===== config.mk =====
export PLATFORM = sky130hd
export DESIGN_NAME = dport_bytebuf
export DESIGN_NICKNAME = d
export VERILOG_FILES = /design/src/rtl/dbb_pkg.sv /design/src/rtl/dbb_store.sv /design/src/rtl/dbb_lane.sv /design/src/rtl/dbb_flags.sv /design/src/rtl/dport_bytebuf.sv
export SDC_FILE = /design/constraint.sdc
export NUM_CORES = 1
export LEC_CHECK = 0
export BUFFER_PORTS_ARGS = -buffer_cell sky130_fd_sc_hd__clkbuf_2
export CORE_UTILIZATION = 40
export DETAILED_ROUTE_END_ITERATION = 6
export HOLD_SLACK_MARGIN = 0.03
export PLACE_DENSITY_LB_ADDON = 0.15
export SKIP_LAST_GASP = 1
export SLEW_MARGIN = 20
export SYNTH_ARGS = -nofsm -noshare
export SYNTH_HDL_FRONTEND = slang
export SYNTH_SLANG_ARGS = --single-unit

===== constraint.sdc =====
create_clock -name clk -period 4 [get_ports clk]
set_clock_uncertainty 0.05 [all_clocks]
set_input_delay 0.6 -clock clk [delete_from_list [all_inputs] [get_ports clk]]
set_output_delay 0.6 -clock clk [all_outputs]
set_load 0.02 [all_outputs]

===== src/rtl/dbb_pkg.sv =====
`timescale 1ns/1ps
package dbb_pkg;
   localparam int BYTE_W = 8;
   localparam int STAT_W = 16;

   // status bit positions decoded by the neighbouring status register
   localparam int ST_ARDY    = 2;
   localparam int ST_RXRDY   = 3;
   localparam int ST_TXRDY   = 4;
   localparam int ST_TXUDF   = 10;
   localparam int ST_RXOVR   = 11;
   localparam int ST_RDEMPTY = 15;

   typedef logic [BYTE_W-1:0] byte_t;

   typedef enum logic [2:0] {
      OP_NONE = 3'd0,
      OP_WR2  = 3'd1,
      OP_WR1  = 3'd2,
      OP_RD   = 3'd3,
      OP_PUSH = 3'd4,
      OP_POP  = 3'd5
   } buf_op_e;
endpackage


===== src/rtl/dbb_store.sv =====
`timescale 1ns/1ps
module dbb_store
   import dbb_pkg::*;
#(
   parameter  int DEPTH  = 4,
   localparam int FILL_W = $clog2(DEPTH + 1)
) (
   input  logic              clk,
   input  logic              rst_n,
   input  buf_op_e           op,
   input  byte_t             ins_lo,
   input  byte_t             ins_hi,
   input  byte_t             push_byte,
   output byte_t             head0,
   output byte_t             head1,
   output byte_t             tail,
   output logic [FILL_W-1:0] fill
);
   localparam int IDX_W = $clog2(DEPTH);

   byte_t             mem [DEPTH];
   byte_t             nxt [DEPTH];
   logic [FILL_W-1:0] fill_q, fill_d;
   logic              room1, room2, take2, nonempty;

   assign room1    = fill_q <  FILL_W'(DEPTH);
   assign room2    = fill_q <= FILL_W'(DEPTH - 2);
   assign take2    = fill_q >= FILL_W'(2);
   assign nonempty = fill_q != '0;

   for (genvar i = 0; i < DEPTH; i++) begin : g_cell
      byte_t up1, up2, dn1, dn2;
      if (i >= 2) begin : g_up2_mem
         assign up2 = mem[i-2];
      end else if (i == 1) begin : g_up2_hi
         assign up2 = ins_hi;
      end else begin : g_up2_lo
         assign up2 = ins_lo;
      end
      if (i >= 1) begin : g_up1_mem
         assign up1 = mem[i-1];
      end else begin : g_up1_lo
         assign up1 = ins_lo;
      end
      if (i + 1 < DEPTH) begin : g_dn1_mem
         assign dn1 = mem[i+1];
      end else begin : g_dn1_zero
         assign dn1 = '0;
      end
      if (i + 2 < DEPTH) begin : g_dn2_mem
         assign dn2 = mem[i+2];
      end else begin : g_dn2_zero
         assign dn2 = '0;
      end
      assign nxt[i] = (op == OP_WR2 && room2)                         ? up2 :
                      (op == OP_WR1 && room1)                         ? up1 :
                      (op == OP_RD && nonempty)                       ? (take2 ? dn2 : dn1) :
                      (op == OP_PUSH && room1 && fill_q == FILL_W'(i)) ? push_byte :
                                                                        mem[i];
   end

   always_comb begin
      fill_d = fill_q;
      case (op)
         OP_WR2:  if (room2) fill_d = fill_q + FILL_W'(2);
         OP_WR1:  if (room1) fill_d = fill_q + FILL_W'(1);
         OP_PUSH: if (room1) fill_d = fill_q + FILL_W'(1);
         OP_POP:  if (nonempty) fill_d = fill_q - FILL_W'(1);
         OP_RD: begin
            if (take2)         fill_d = fill_q - FILL_W'(2);
            else if (nonempty) fill_d = fill_q - FILL_W'(1);
         end
         default: fill_d = fill_q;
      endcase
   end

   always_ff @(posedge clk) begin
      if (!rst_n) begin
         fill_q <= '0;
         for (int i = 0; i < DEPTH; i++) mem[i] <= '0;
      end else begin
         fill_q <= fill_d;
         mem    <= nxt;
      end
   end

   assign head0 = mem[0];
   assign head1 = mem[1];
   assign tail  = nonempty ? mem[IDX_W'(fill_q - FILL_W'(1))] : '0;
   assign fill  = fill_q;

   a_r6_fill_bound: assert property (@(posedge clk) disable iff (!rst_n)
      fill_q <= FILL_W'(DEPTH));
   a_r2_wr2_grows: assert property (@(posedge clk) disable iff (!rst_n)
      (op == OP_WR2 && fill_q <= FILL_W'(DEPTH - 2)) |=> fill_q == $past(fill_q) + FILL_W'(2));
   a_r13_full_write_held: assert property (@(posedge clk) disable iff (!rst_n)
      (op == OP_WR2 && fill_q > FILL_W'(DEPTH - 2)) |=> fill_q == $past(fill_q));
   a_r5_pop_empty_held: assert property (@(posedge clk) disable iff (!rst_n)
      (op == OP_POP && fill_q == '0) |=> fill_q == '0);
endmodule


===== src/rtl/dbb_lane.sv =====
`timescale 1ns/1ps
module dbb_lane
   import dbb_pkg::*;
#(
   parameter int PORT_W = 16,
   parameter int FILL_W = 3
) (
   input  logic              hi_first,
   input  logic              byte_mode,
   input  logic [PORT_W-1:0] wr_word,
   input  byte_t             head0,
   input  byte_t             head1,
   input  logic [FILL_W-1:0] fill,
   output byte_t             ins_hi,
   output byte_t             ins_lo,
   output logic [PORT_W-1:0] rd_word
);
   byte_t w_upper, w_lower, r0, r1;

   assign w_upper = wr_word[2*BYTE_W-1:BYTE_W];
   assign w_lower = wr_word[BYTE_W-1:0];

   // write pairing: one byte mode always lands the low lane at position 0
   assign ins_hi = hi_first ? w_upper : w_lower;
   assign ins_lo = byte_mode ? w_lower : (hi_first ? w_lower : w_upper);

   // read pairing: missing bytes read as zero
   assign r0 = (fill != '0)           ? head0 : '0;
   assign r1 = (fill >= FILL_W'(2))   ? head1 : '0;
   assign rd_word = hi_first ? {r0, r1} : {r1, r0};
endmodule


===== src/rtl/dbb_flags.sv =====
`timescale 1ns/1ps
module dbb_flags
   import dbb_pkg::*;
(
   input  logic              clk,
   input  logic              rst_n,
   input  logic              wr_acc,
   input  logic              rd_acc,
   input  logic              empty,
   input  logic              mst_in,
   input  logic              rx_mode,
   output logic [STAT_W-1:0] stat_set,
   output logic [STAT_W-1:0] stat_clr,
   output logic              mst_clr,
   output logic              run_req
);
   logic rx_master;
   assign rx_master = mst_in && rx_mode;

   always_ff @(posedge clk) begin
      if (!rst_n) begin
         stat_set <= '0;
         stat_clr <= '0;
         mst_clr  <= 1'b0;
         run_req  <= 1'b0;
      end else begin
         stat_set <= '0;
         stat_clr <= '0;
         if (wr_acc) begin
            stat_clr[ST_TXUDF] <= 1'b1;
            stat_clr[ST_TXRDY] <= 1'b1;
         end
         if (rd_acc) begin
            stat_clr[ST_RXRDY] <= 1'b1;
            stat_clr[ST_RXOVR] <= 1'b1;
            if (empty)     stat_set[ST_RDEMPTY] <= 1'b1;
            if (rx_master) stat_set[ST_ARDY]    <= 1'b1;
         end
         mst_clr <= rd_acc && rx_master;
         run_req <= wr_acc || rd_acc;
      end
   end

   a_r9_write_clears: assert property (@(posedge clk) disable iff (!rst_n)
      wr_acc |=> (stat_clr[ST_TXUDF] && stat_clr[ST_TXRDY]));
   a_r10_read_clears: assert property (@(posedge clk) disable iff (!rst_n)
      rd_acc |=> (stat_clr[ST_RXRDY] && stat_clr[ST_RXOVR]));
   a_r8_empty_read: assert property (@(posedge clk) disable iff (!rst_n)
      (rd_acc && empty) |=> stat_set[ST_RDEMPTY]);
   a_r11_master_read: assert property (@(posedge clk) disable iff (!rst_n)
      (rd_acc && mst_in && rx_mode) |=> (stat_set[ST_ARDY] && mst_clr));
   a_r11_no_spurious: assert property (@(posedge clk) disable iff (!rst_n)
      !rd_acc |=> (!mst_clr && !stat_set[ST_ARDY]));
   a_r12_single_pulse: assert property (@(posedge clk) disable iff (!rst_n)
      !(wr_acc || rd_acc) |=> !run_req);
endmodule


===== src/rtl/dport_bytebuf.sv =====
`timescale 1ns/1ps
module dport_bytebuf
   import dbb_pkg::*;
#(
   parameter  int BUF_BYTES = 4,
   parameter  int PORT_W    = 16,
   localparam int FILL_W    = $clog2(BUF_BYTES + 1)
) (
   input  logic              clk,
   input  logic              rst_n,
   input  logic              hi_first,
   input  logic              mst_in,
   input  logic              rx_mode,
   input  logic              wr_en,
   input  logic              wr_byte,
   input  logic [PORT_W-1:0] wr_data,
   input  logic              rd_en,
   output logic [PORT_W-1:0] rd_data,
   input  logic              seq_push,
   input  logic [7:0]        seq_push_byte,
   input  logic              seq_pop,
   output logic [7:0]        seq_tx_byte,
   output logic [FILL_W-1:0] fill,
   output logic [15:0]       stat_set,
   output logic [15:0]       stat_clr,
   output logic              mst_clr,
   output logic              run_req
);
   if (BUF_BYTES < 2) begin : g_bad_depth
      $error("BUF_BYTES must hold at least one 16-bit word");
   end
   if (PORT_W != 2 * BYTE_W) begin : g_bad_port
      $error("PORT_W must be exactly two bytes");
   end

   logic              rd_acc;
   buf_op_e           op;
   byte_t             ins_hi, ins_lo, head0, head1;
   logic [PORT_W-1:0] rd_word;

   assign rd_acc = rd_en && !wr_en;

   always_comb begin
      if (wr_en)         op = wr_byte ? OP_WR1 : OP_WR2;
      else if (rd_en)    op = OP_RD;
      else if (seq_push) op = OP_PUSH;
      else if (seq_pop)  op = OP_POP;
      else               op = OP_NONE;
   end

   dbb_lane #(.PORT_W(PORT_W), .FILL_W(FILL_W)) u_lane (
      .hi_first  (hi_first),
      .byte_mode (wr_byte),
      .wr_word   (wr_data),
      .head0     (head0),
      .head1     (head1),
      .fill      (fill),
      .ins_hi    (ins_hi),
      .ins_lo    (ins_lo),
      .rd_word   (rd_word)
   );

   dbb_store #(.DEPTH(BUF_BYTES)) u_store (
      .clk       (clk),
      .rst_n     (rst_n),
      .op        (op),
      .ins_lo    (ins_lo),
      .ins_hi    (ins_hi),
      .push_byte (seq_push_byte),
      .head0     (head0),
      .head1     (head1),
      .tail      (seq_tx_byte),
      .fill      (fill)
   );

   dbb_flags u_flags (
      .clk      (clk),
      .rst_n    (rst_n),
      .wr_acc   (wr_en),
      .rd_acc   (rd_acc),
      .empty    (fill == '0),
      .mst_in   (mst_in),
      .rx_mode  (rx_mode),
      .stat_set (stat_set),
      .stat_clr (stat_clr),
      .mst_clr  (mst_clr),
      .run_req  (run_req)
   );

   always_ff @(posedge clk) begin
      if (!rst_n)      rd_data <= '0;
      else if (rd_acc) rd_data <= rd_word;
   end

   a_r7_read_holds: assert property (@(posedge clk) disable iff (!rst_n)
      !rd_acc |=> $stable(rd_data));
   a_r14_read_yields: assert property (@(posedge clk) disable iff (!rst_n)
      (wr_en && rd_en) |=> !stat_clr[ST_RXRDY]);
   a_r14_push_yields: assert property (@(posedge clk) disable iff (!rst_n)
      (wr_en && !wr_byte && seq_push && fill == '0) |=> fill == FILL_W'(2));
endmodule


==> flow_metrics.tcl, run 1 <==
set metrics [dict create \
    status "finished, final reports clean" \
    routed_via_density 6.09 \
    coreArea_um2 10400 \
    hpwl_um 8980 \
    cp_slowest_cell "ha_1" \
    vias 4210 \
    reg2reg_depth 6 \
    ys_dominant_reg_cell "dfxtp_1" \
    grt_max_degree 50 \
    drv_slew 0 \
    drtIter0Drc 384 \
    grt_pass1_vias 3826 \
    portBuffers 68 \
    clock_latency_ns 0.34 \
    ys_types 57 \
    antenna_found_initial 0 \
    max_slew_margin_pct 33.4 \
    overflow 0 \
    cts-resized-gates 0 \
    finalSetupViolCount 0 \
    path_clk_slew_ns 0.07 \
    yosysTopAreaCell "dfxtp_1" \
    hold_start "rx_mode" \
    met2_usage_pct 39.3 \
    hold_depth 2 \
    gp_congestion 0.932 \
    power_mw 2.07 \
    ant_nets 0 \
    nNetsFinal 593 \
    syn_area_um2 4350 \
    rows 37 \
    start_util_pct 41.7 \
    insertedDiodeCount 0 \
    yosys_warnings 0 \
    cts_setup_buffers 0 \
    clock_path_buffers 2 \
    cts.sinks 57 \
    die_h_um 106 \
    rsz0062_at_grt "no" \
    synth_top_cell_area_share_pct 26.2 \
    cts-hold-fix-buffers 0 \
    grt_pass1_wl_um 21000 \
    start_kind "flip-flop" \
    hold_path_class "input port to flip-flop" \
    clock.fmax_ghz 0.310 \
    wl_um 13500 \
    hold_slack_ns 0.436 \
    htree_num_levels 3 \
    synth_area_leaders "dfxtp_1, a21oi_1, buf_4, o21ai_0, mux2_2" \
    die-area_um2 11300 \
    fillers 1074 \
    timing.rr.start "u_store.fill[1]$_SDFFE_PN0P_" \
    route.detailed.drc 0 \
    grt_use_met1_pct 31.4 \
    clock-root-buffer "clkbuf_8" \
    syn_inst 515 \
    critPathRequiredTime_ns 3.35 \
    ys_async_sr_fraction_pct 0 \
    yosys-top-cells-count "a21oi_1, dfxtp_1, o21ai_0" \
    hold_viol 0 \
    vdd_ir_drop_max_uv 243 \
    grt_usage_pct 24.3 \
    avgSynthCellArea_um2 8.44 \
    fin_crit_sh_pct 80.6 \
    tns_ns 0 \
    synth_edf_count 0 \
    cts_inserted_buffers 9 \
    layout-drive-gt1-share_pct 24.5 \
    cts_tree "done" \
    die-width_um 106 \
    first_pass_iters 5 \
    critPathMaxFanout 10 \
    area_growth_pct 7.86 \
    end_kind "output pin" \
    grtUsageMet3_pct 3.62 \
    arrival_ns 2.57 \
    worstMarginPinSlew_ns 0.999 \
    powerDensity_nw_per_um2 442 \
    worst-r2r-setup-slack_ns 1.19 \
    fin_crit_ns 3.22 \
    synth-seq-cells 57 \
    busiest_layer "met2" \
    path_class "flip-flop to output pin" \
    synth.most_common_cell "a21oi_1" \
    hold_end "u_flags.stat_set[2]$_SDFF_PN0_" \
    cp_cell_sequence "inv_1 > ha_1 > mux4_2 > and2_1 > clkbuf_2" \
    critPathMaxStageDelay_ns 0.69 \
    wire_per_inst_um 19.6 \
    maxCapViolCount 0 \
    regToRegEndpoint "u_store.g_cell[1].dn2[7]$_SDFFE_PN0P_" \
    p_leak_nw 1.85 \
    pin_count 95 \
    yosysSeqAreaShare_pct 26.2 \
]
==> critical path, delay by kind of cell (launching register included) <==
family        cells  cell delay [ns]
simple gates      1             0.17
flops             1             0.46
fa+ha+maj         1             0.69
buf+inv           2             0.32
mux               1             0.58
==> cell families after synthesis <==
kind of cell	count (synthesis)	synth area share, %
fa+ha+maj	9	2.59
buf+inv	82	11.9
other cells	1	0.0862
flops	57	26.2
simple gates	129	17.4
compound gates	195	29.2
mux	42	12.6
==> per-stage QoR <==
stage          utilization, %  cell area (µm²)  worst slack (ns)  std cells
4_1_cts                  45.0             4690             0.743        691
3_3_place_gp             43.4             4520              1.21        675
2_1_floorplan               -             4440              1.08        540
3_5_place_dp             43.4             4520              1.14        675
6_report                 45.0             4690             0.778        691
5_1_grt                  45.0             4690             0.614        691
==> final cells by class <==
type                       instances  area, µm²  share of cell area [%]
clock inverter                     5       31.3                   0.667
sequential                        57       1140                    24.3
tap                              136        170                    3.63
clock buffer                      11        141                    3.01
multi-input combinational        401       2790                    59.4
timing repair buffer              76        400                    8.54
inverter                           5       18.8                   0.400
==> power by group <==
part           internal, mW  total (mW)  switching (mW)  leakage, nW
registers             0.641       0.758           0.118        0.470
clock network         0.239       0.489           0.250       0.0891
logic                 0.314       0.826           0.512         1.29
total                  1.19        2.07           0.879         1.85
==> layout by cell type, fill, tap and decap left out, types with 3 or more instances in the layout <==
| cell type | n |
|---|---|
| o21ai_1 | 4 |
| nand4_1 | 8 |
| nand2b_1 | 3 |
| o21ai_0 | 41 |
| a21oi_1 | 81 |
| nand3_1 | 8 |
| nand3b_1 | 17 |
| a222oi_1 | 9 |
| and2_1 | 9 |
| a311oi_1 | 16 |
| clkbuf_2 | 68 |
| nor3b_1 | 9 |
| a21oi_2 | 3 |
| ha_1 | 9 |
| inv_1 | 4 |
| o2bb2ai_1 | 8 |
| o21a_1 | 3 |
| clkbuf_8 | 10 |
| clkinv_2 | 3 |
| mux2i_1 | 16 |
| mux2_2 | 17 |
| nor3_1 | 10 |
| a22o_1 | 8 |
| mux4_2 | 8 |
| dfxtp_1 | 57 |
| nand2_1 | 15 |
| a32oi_1 | 8 |
| nor2_1 | 32 |
| conb_1 | 26 |
| buf_4 | 8 |
==> state kept, by name, summed over array words and instances (netlist names) <==
name                flops
u_flags.run_req         1
u_store.head1           8
u_flags.mst_clr         1
u_store.head0           8
u_flags.stat_clr        2
rd_data                16
u_flags.stat_set        2
u_store.fill            3
u_store.g_cell.dn2     16
==> worst max path at each step <==
stage	from	endpoint	slack, ns	cells after the start
final	u_store.fill[1]$_SDFFE_PN0P_	seq_tx_byte[3]	0.78	5
after detailed placement	u_store.fill[1]$_SDFFE_PN0P_	seq_tx_byte[5]	1.14	5
after floorplan	u_store.fill[0]$_SDFFE_PN0P_	seq_tx_byte[5]	1.08	6
after global routing	u_store.fill[1]$_SDFFE_PN0P_	seq_tx_byte[2]	0.61	5
after CTS	u_store.fill[1]$_SDFFE_PN0P_	seq_tx_byte[5]	0.74	5
after global placement	u_store.fill[1]$_SDFFE_PN0P_	seq_tx_byte[6]	1.21	5
==> routing by layer <==
metal | vias to the layer above | share of wire [%]
met1 | 1975 | 42
met2 | 221 | 47
li1 | 1975 | -
met4 | 0 | 4.1
met3 | 39 | 6.9
met5 | - | 0
No activity file was read; power rests on OpenSTA's default activity.
==> run 2: changes to the inputs <==
--- a/config.mk
+++ b/config.mk
@@ -5,6 +5,7 @@
 export SDC_FILE = /design/constraint.sdc
 export NUM_CORES = 1
 export LEC_CHECK = 0
+export ABC_AREA = 1
 export BUFFER_PORTS_ARGS = -buffer_cell sky130_fd_sc_hd__clkbuf_2
 export CORE_UTILIZATION = 40
 export DETAILED_ROUTE_END_ITERATION = 6
==> constraint.sdc (replaced) <==
create_clock -name clk -period 3.3 [get_ports clk]
set_clock_uncertainty 0.05 [all_clocks]
set_input_delay 0.495 -clock clk [delete_from_list [all_inputs] [get_ports clk]]
set_output_delay 0.495 -clock clk [all_outputs]
set_load 0.02 [all_outputs]
==> run 2 against run 1 <==
Compared with the run above: synthesized cell count rose by 43%; critical path depth rose by 1; cell count is 35% higher; power grew 54%; via count is 16% higher; non-clock buffer count is 3 higher; flip-flop and latch count unchanged; sequential share of layout area decreased by 0.79 points; area after synthesis is 0.60% lower; clock power is 48% higher; critical path type unchanged; critical endpoint is now seq_tx_byte[5]; largest power group unchanged.
==> flow_metrics.tcl, run 2 <==
set metrics [dict create \
    status "finished, final reports clean" \
    ant_nets 0 \
    insertedDiodeCount 0 \
    start_util_pct 41.5 \
    tns_ns 0 \
    cts_setup_buffers 0 \
    fin_crit_ns 2.82 \
    syn_area_um2 4320 \
    fin_crit_sh_pct 85.4 \
    yosysSeqAreaShare_pct 26.4 \
    ys_async_sr_fraction_pct 0 \
    muxShareOfSynthArea_pct 0 \
    first_pass_iters 5 \
    htree_num_levels 3 \
    cp_slowest_cell "dfxtp_1" \
    antenna_found_initial 0 \
    worstMarginPinSlew_ns 0.864 \
    die-width_um 106 \
    final_cell_mix "nand2_1, o21ai_0, clkbuf_2" \
    overflow 0 \
    gp_congestion 0.970 \
    fin_util_pct 46.5 \
    end_kind "output pin" \
    grt_max_degree 47 \
    pin_count 95 \
    yosys_warnings 0 \
    synth_top_cell_area_share_pct 26.4 \
    synth_xor_area_share_pct 0.405 \
    cts.sinks 57 \
    regArea_um2 1140 \
    regToRegEndpoint "u_store.head0[4]$_SDFFE_PN0P_" \
    synth-seq-cells 57 \
    ys_dominant_reg_cell "dfxtp_1" \
    synth.most_common_cell "nand2_1" \
    hold_start "rx_mode" \
    timing.rr.start "u_store.fill[2]$_SDFFE_PN0P_" \
    rows 37 \
    wire_per_inst_um 14.7 \
    vdd_ir_drop_max_uv 279 \
    portBuffers 68 \
    rsz0062_at_grt "no" \
    critPathMaxStageDelay_ns 0.42 \
    grt_usage_pct 24.7 \
    grt_pass1_wl_um 21600 \
    maxCapViolCount 0 \
    final_common_cell "nand2_1" \
    synth_top_family_by_area "simple AND/OR/NAND/NOR gates" \
    coreArea_um2 10400 \
    hold_path_class "input port to flip-flop" \
    layout-drive-gt1-share_pct 14.6 \
    route.detailed.drc 0 \
    cts-hold-fix-buffers 0 \
    path_clk_slew_ns 0.07 \
    cts_inserted_buffers 9 \
    wl_um 13700 \
    clock.fmax_ghz 0.355 \
    die-area_um2 11200 \
    clock-root-buffer "clkbuf_8" \
    synth_area_leaders "dfxtp_1, nand2_1, o21ai_0, nand3_1, buf_4" \
    synth_edf_count 0 \
    cp_cell_sequence "inv_1 > ha_1 > inv_1 > nand2_1 > o22ai_1 > clkbuf_2" \
    die_h_um 106 \
    drtIter0Drc 411 \
    clock_latency_ns 0.34 \
    arrival_ns 2.27 \
    powerDensity_nw_per_um2 657 \
    critPathRequiredTime_ns 2.75 \
    worst-r2r-setup-slack_ns 0.82 \
    drv_slew 0 \
    vias 4888 \
    multi_input_area_um2 2650 \
    synth_compound_area_share_pct 18.1 \
    max_slew_margin_pct 42.4 \
    yosysTopAreaCell "dfxtp_1" \
    routed_via_density 5.25 \
    finalSetupViolCount 0 \
    cts-resized-gates 0 \
    ys_types 31 \
    cts_tree "done" \
    reg2reg_depth 12 \
    grt_pass1_vias 4395 \
    syn_inst 739 \
    cpMostUsedCell "inv_1" \
    fillers 1157 \
    synthSimpleGateAreaFrac_pct 38.0 \
    start_kind "flip-flop" \
    hold_end "u_flags.mst_clr$_SDFF_PN0_" \
    avgSynthCellArea_um2 5.85 \
    nNetsFinal 833 \
    synth-adder-area-share_pct 2.61 \
    path_class "flip-flop to output pin" \
    p_leak_nw 2.42 \
    critPathMaxFanout 8 \
    hold_depth 2 \
    hpwl_um 9950 \
    area_growth_pct 12.1 \
    yosys-top-cells-count "nand2_1, o21ai_0, inv_1" \
    clock_path_buffers 2 \
    hold_viol 0 \
]
run 2: worst max-delay path: cells and delay by family, from the launching register on:
kind / cells / cell delay [ns]
flip-flops: 1 / 0.42
buffers and inverters: 3 / 0.57
AND/OR/NAND/NOR: 1 / 0.23
AO/OA/AOI/OAI: 1 / 0.32
adder cells (fa/ha/maj): 1 / 0.41
run 2: layer usage:
metal  vias up  track usage, %  share of wire (%)
met5         -               0                  0
met4         0            14.1                3.3
met3        38            3.49                6.3
met2       211            40.1                 46
met1      2227            31.4                 44
li1       2412               -                  -
run 2: through the flow:
step                      worst slack, ns  std cells  power, mW  hold slack (ns)  area, µm²
final                               0.481        931       3.18            0.355       4850
after global routing                0.393        931       3.42            0.370       4850
after CTS                           0.509        931       3.17            0.339       4850
after detailed placement            0.837        915       2.45            0.479       4640
after global placement              0.894        915       2.44            0.473       4640
after floorplan                     0.877        764       2.03            0.448       4420
run 2: cell type report:
cell class	instances	share of cell area (%)
Multi-Input combinational cell	577	54.8
Sequential cell	57	23.5
Tap cell	136	3.51
Inverter	66	5.11
Timing Repair Buffer	79	8.73
Clock buffer	10	2.63
Clock inverter	6	1.70
run 2: power breakdown:
group	internal (mW)	switching (mW)
registers	0.813	0.131
clock network	0.421	0.305
logic	0.451	1.06
total	1.68	1.50
run 2: worst max path at each step:
stage,start,to,slack [ns],depth (start not counted)
finish,u_store.fill[1]$_SDFFE_PN0P_,seq_tx_byte[5],0.48,6
global route,u_store.fill[1]$_SDFFE_PN0P_,seq_tx_byte[5],0.39,6
floorplan,u_store.fill[0]$_SDFFE_PN0P_,seq_tx_byte[1],0.88,8
global placement,u_store.fill[2]$_SDFFE_PN0P_,u_store.head0[4]$_SDFFE_PN0P_,0.89,12
detailed placement,u_store.fill[2]$_SDFFE_PN0P_,u_store.head0[2]$_SDFFE_PN0P_,0.84,12
CTS,u_store.fill[1]$_SDFFE_PN0P_,seq_tx_byte[5],0.51,6
run 2: kinds of logic after synthesis:
logic type,count (synthesis)
buf+inv,130
xor+xnor,2
simple gates,394
fa+ha+maj,9
flops,57
compound gates,146
other cells,1
==> run 3: changes to the inputs <==
--- a/config.mk
+++ b/config.mk
@@ -9,6 +9,7 @@
 export BUFFER_PORTS_ARGS = -buffer_cell sky130_fd_sc_hd__clkbuf_2
 export CORE_UTILIZATION = 40
 export DETAILED_ROUTE_END_ITERATION = 6
+export GPL_TIMING_DRIVEN = 0
 export HOLD_SLACK_MARGIN = 0.03
 export PLACE_DENSITY_LB_ADDON = 0.15
 export SKIP_LAST_GASP = 1
==> run 3 against run 2 <==
Compared with the run above: critical endpoint is now seq_tx_byte[0]; highest routed layer unchanged; via count up 6.4%; clock power up 2%; core utilization grew 2.9 points; cell area rose by 6.1%; sequential share of layout area is 1.4 points lower; maximum frequency fell by 11%; global-route usage rose by 5.3 points; critical path depth rose by 2.
==> flow_metrics.tcl, run 3 (synthesis gave the netlist of run 2 again) <==
set metrics [dict create \
    status "finished, final reports clean" \
    critPathMaxStageDelay_ns 0.42 \
    die-area_um2 11200 \
    worst-r2r-setup-slack_ns 0.56 \
    regArea_um2 1140 \
    overflow 0 \
    hold_viol 0 \
    critPathMaxFanout 11 \
    vias 5200 \
    fillers 1106 \
    path_buf_inv 5 \
    routed_via_density 5.29 \
    p_leak_nw 2.62 \
    start_kind "flip-flop" \
    clock_latency_ns 0.35 \
    wl_um 16500 \
    fin_crit_sh_pct 95.8 \
    cts-hold-fix-buffers 0 \
    hold_slack_ns 0.342 \
    clock-root-buffer "clkbuf_8" \
    portBuffers 68 \
    start_util_pct 41.5 \
    grt_pass1_wl_um 25200 \
    cp_cell_sequence "buf_2 > inv_1 > buf_2 > ha_1 > inv_1 > nand2_1 > o22ai_1 > clkbuf_2" \
    placed_area_um2 4930 \
    first_pass_iters 7 \
    wire_per_inst_um 16.8 \
    drv_slew 0 \
    antenna_found_initial 0 \
    final_cell_area_um2 5140 \
    cts_tree "done" \
    vdd_ir_drop_max_uv 260 \
    hold_path_class "input port to flip-flop" \
    rows 37 \
    final_common_cell "nand2_1" \
    cts_inserted_buffers 9 \
    pin_count 95 \
    grt_usage_pct 30.0 \
    finalSetupViolCount 0 \
    power_mw 3.35 \
    insertedDiodeCount 0 \
    crit_family "buffers and inverters" \
    area_growth_pct 19.0 \
    worstMarginPinSlew_ns 0.731 \
    die_h_um 106 \
    maxCapViolCount 0 \
    clock_path_buffers 2 \
    powerDensity_nw_per_um2 652 \
    cts-resized-gates 0 \
    die-width_um 106 \
    path_clk_slew_ns 0.07 \
    cp_slowest_cell "ha_1" \
    end_kind "output pin" \
    path_class "flip-flop to output pin" \
    route.detailed.drc 0 \
    drtIter0Drc 494 \
    cts.sinks 57 \
    max_slew_margin_pct 51.3 \
    final_cell_mix "nand2_1, o21ai_0, clkbuf_2" \
    coreArea_um2 10400 \
    grt_pass1_vias 4720 \
    grt_max_degree 12 \
    layout-drive-gt1-share_pct 17.6 \
    hpwl_um 12100 \
    arrival_ns 2.62 \
    critPathRequiredTime_ns 2.75 \
    cts_setup_buffers 0 \
    ant_nets 0 \
    clock.fmax_ghz 0.316 \
    tns_ns 0 \
    rsz0062_at_grt "no" \
    gp_congestion 0.919 \
    fin_crit_ns 3.16 \
    nNetsFinal 886 \
    htree_num_levels 3 \
    multi_input_area_um2 2660 \
]
## run 3: changes by cell type in the layout (fill, tap and decap cells not counted), sizes merged
cell	change
clkinv	-2
buf	+35
clkbuf	+20
clkinvlp	-1
## run 3: where the power goes
group | switching, mW | leakage [nW] | internal [mW]
combinational | 1.18 | 2.04 | 0.482
clock | 0.301 | 0.106 | 0.441
sequential | 0.132 | 0.471 | 0.813
total | 1.61 | 2.62 | 1.74
## run 3: path summary, 6_finish.rpt
check / start / end / cells past startpoint
min: rx_mode / u_flags.mst_clr$_SDFF_PN0_ / 2
max reg2reg: u_store.fill[0]$_SDFFE_PN0P_ / u_store.g_cell[0].dn2[5]$_SDFFE_PN0P_ / 10
min reg2reg: rd_data[0]$_SDFFE_PN0P_ / rd_data[0]$_SDFFE_PN0P_ / 2
max: u_store.fill[0]$_SDFFE_PN0P_ / seq_tx_byte[0] / 8
## run 3: area by class of cell
cell class / instances / share of cell area, %
Inverter: 66 / 4.82
Clock inverter: 3 / 1.26
Sequential cell: 57 / 22.2
Tap cell: 136 / 3.31
Buffer: 64 / 7.27
Clock buffer: 12 / 2.82
Multi-Input combinational cell: 577 / 51.7
Timing Repair Buffer: 68 / 6.62
## run 3: layer usage
metal  global-route usage, %  wire length [µm]
met1                    42.2              7290
met2                    46.0              7200
met3                    3.07              1520
met4                    14.3               529
met5                       0                 0
## run 3: metrics by stage
step | utilization [%] | instances | worst slack (ns)
5_1_grt | 49.4 | 983 | 0.0388
6_report | 49.4 | 983 | 0.139
2_1_floorplan | - | 764 | 0.877
4_1_cts | 49.3 | 983 | 0.000285
3_3_place_gp | 47.3 | 968 | 0.413
3_5_place_dp | 47.3 | 968 | 0.378
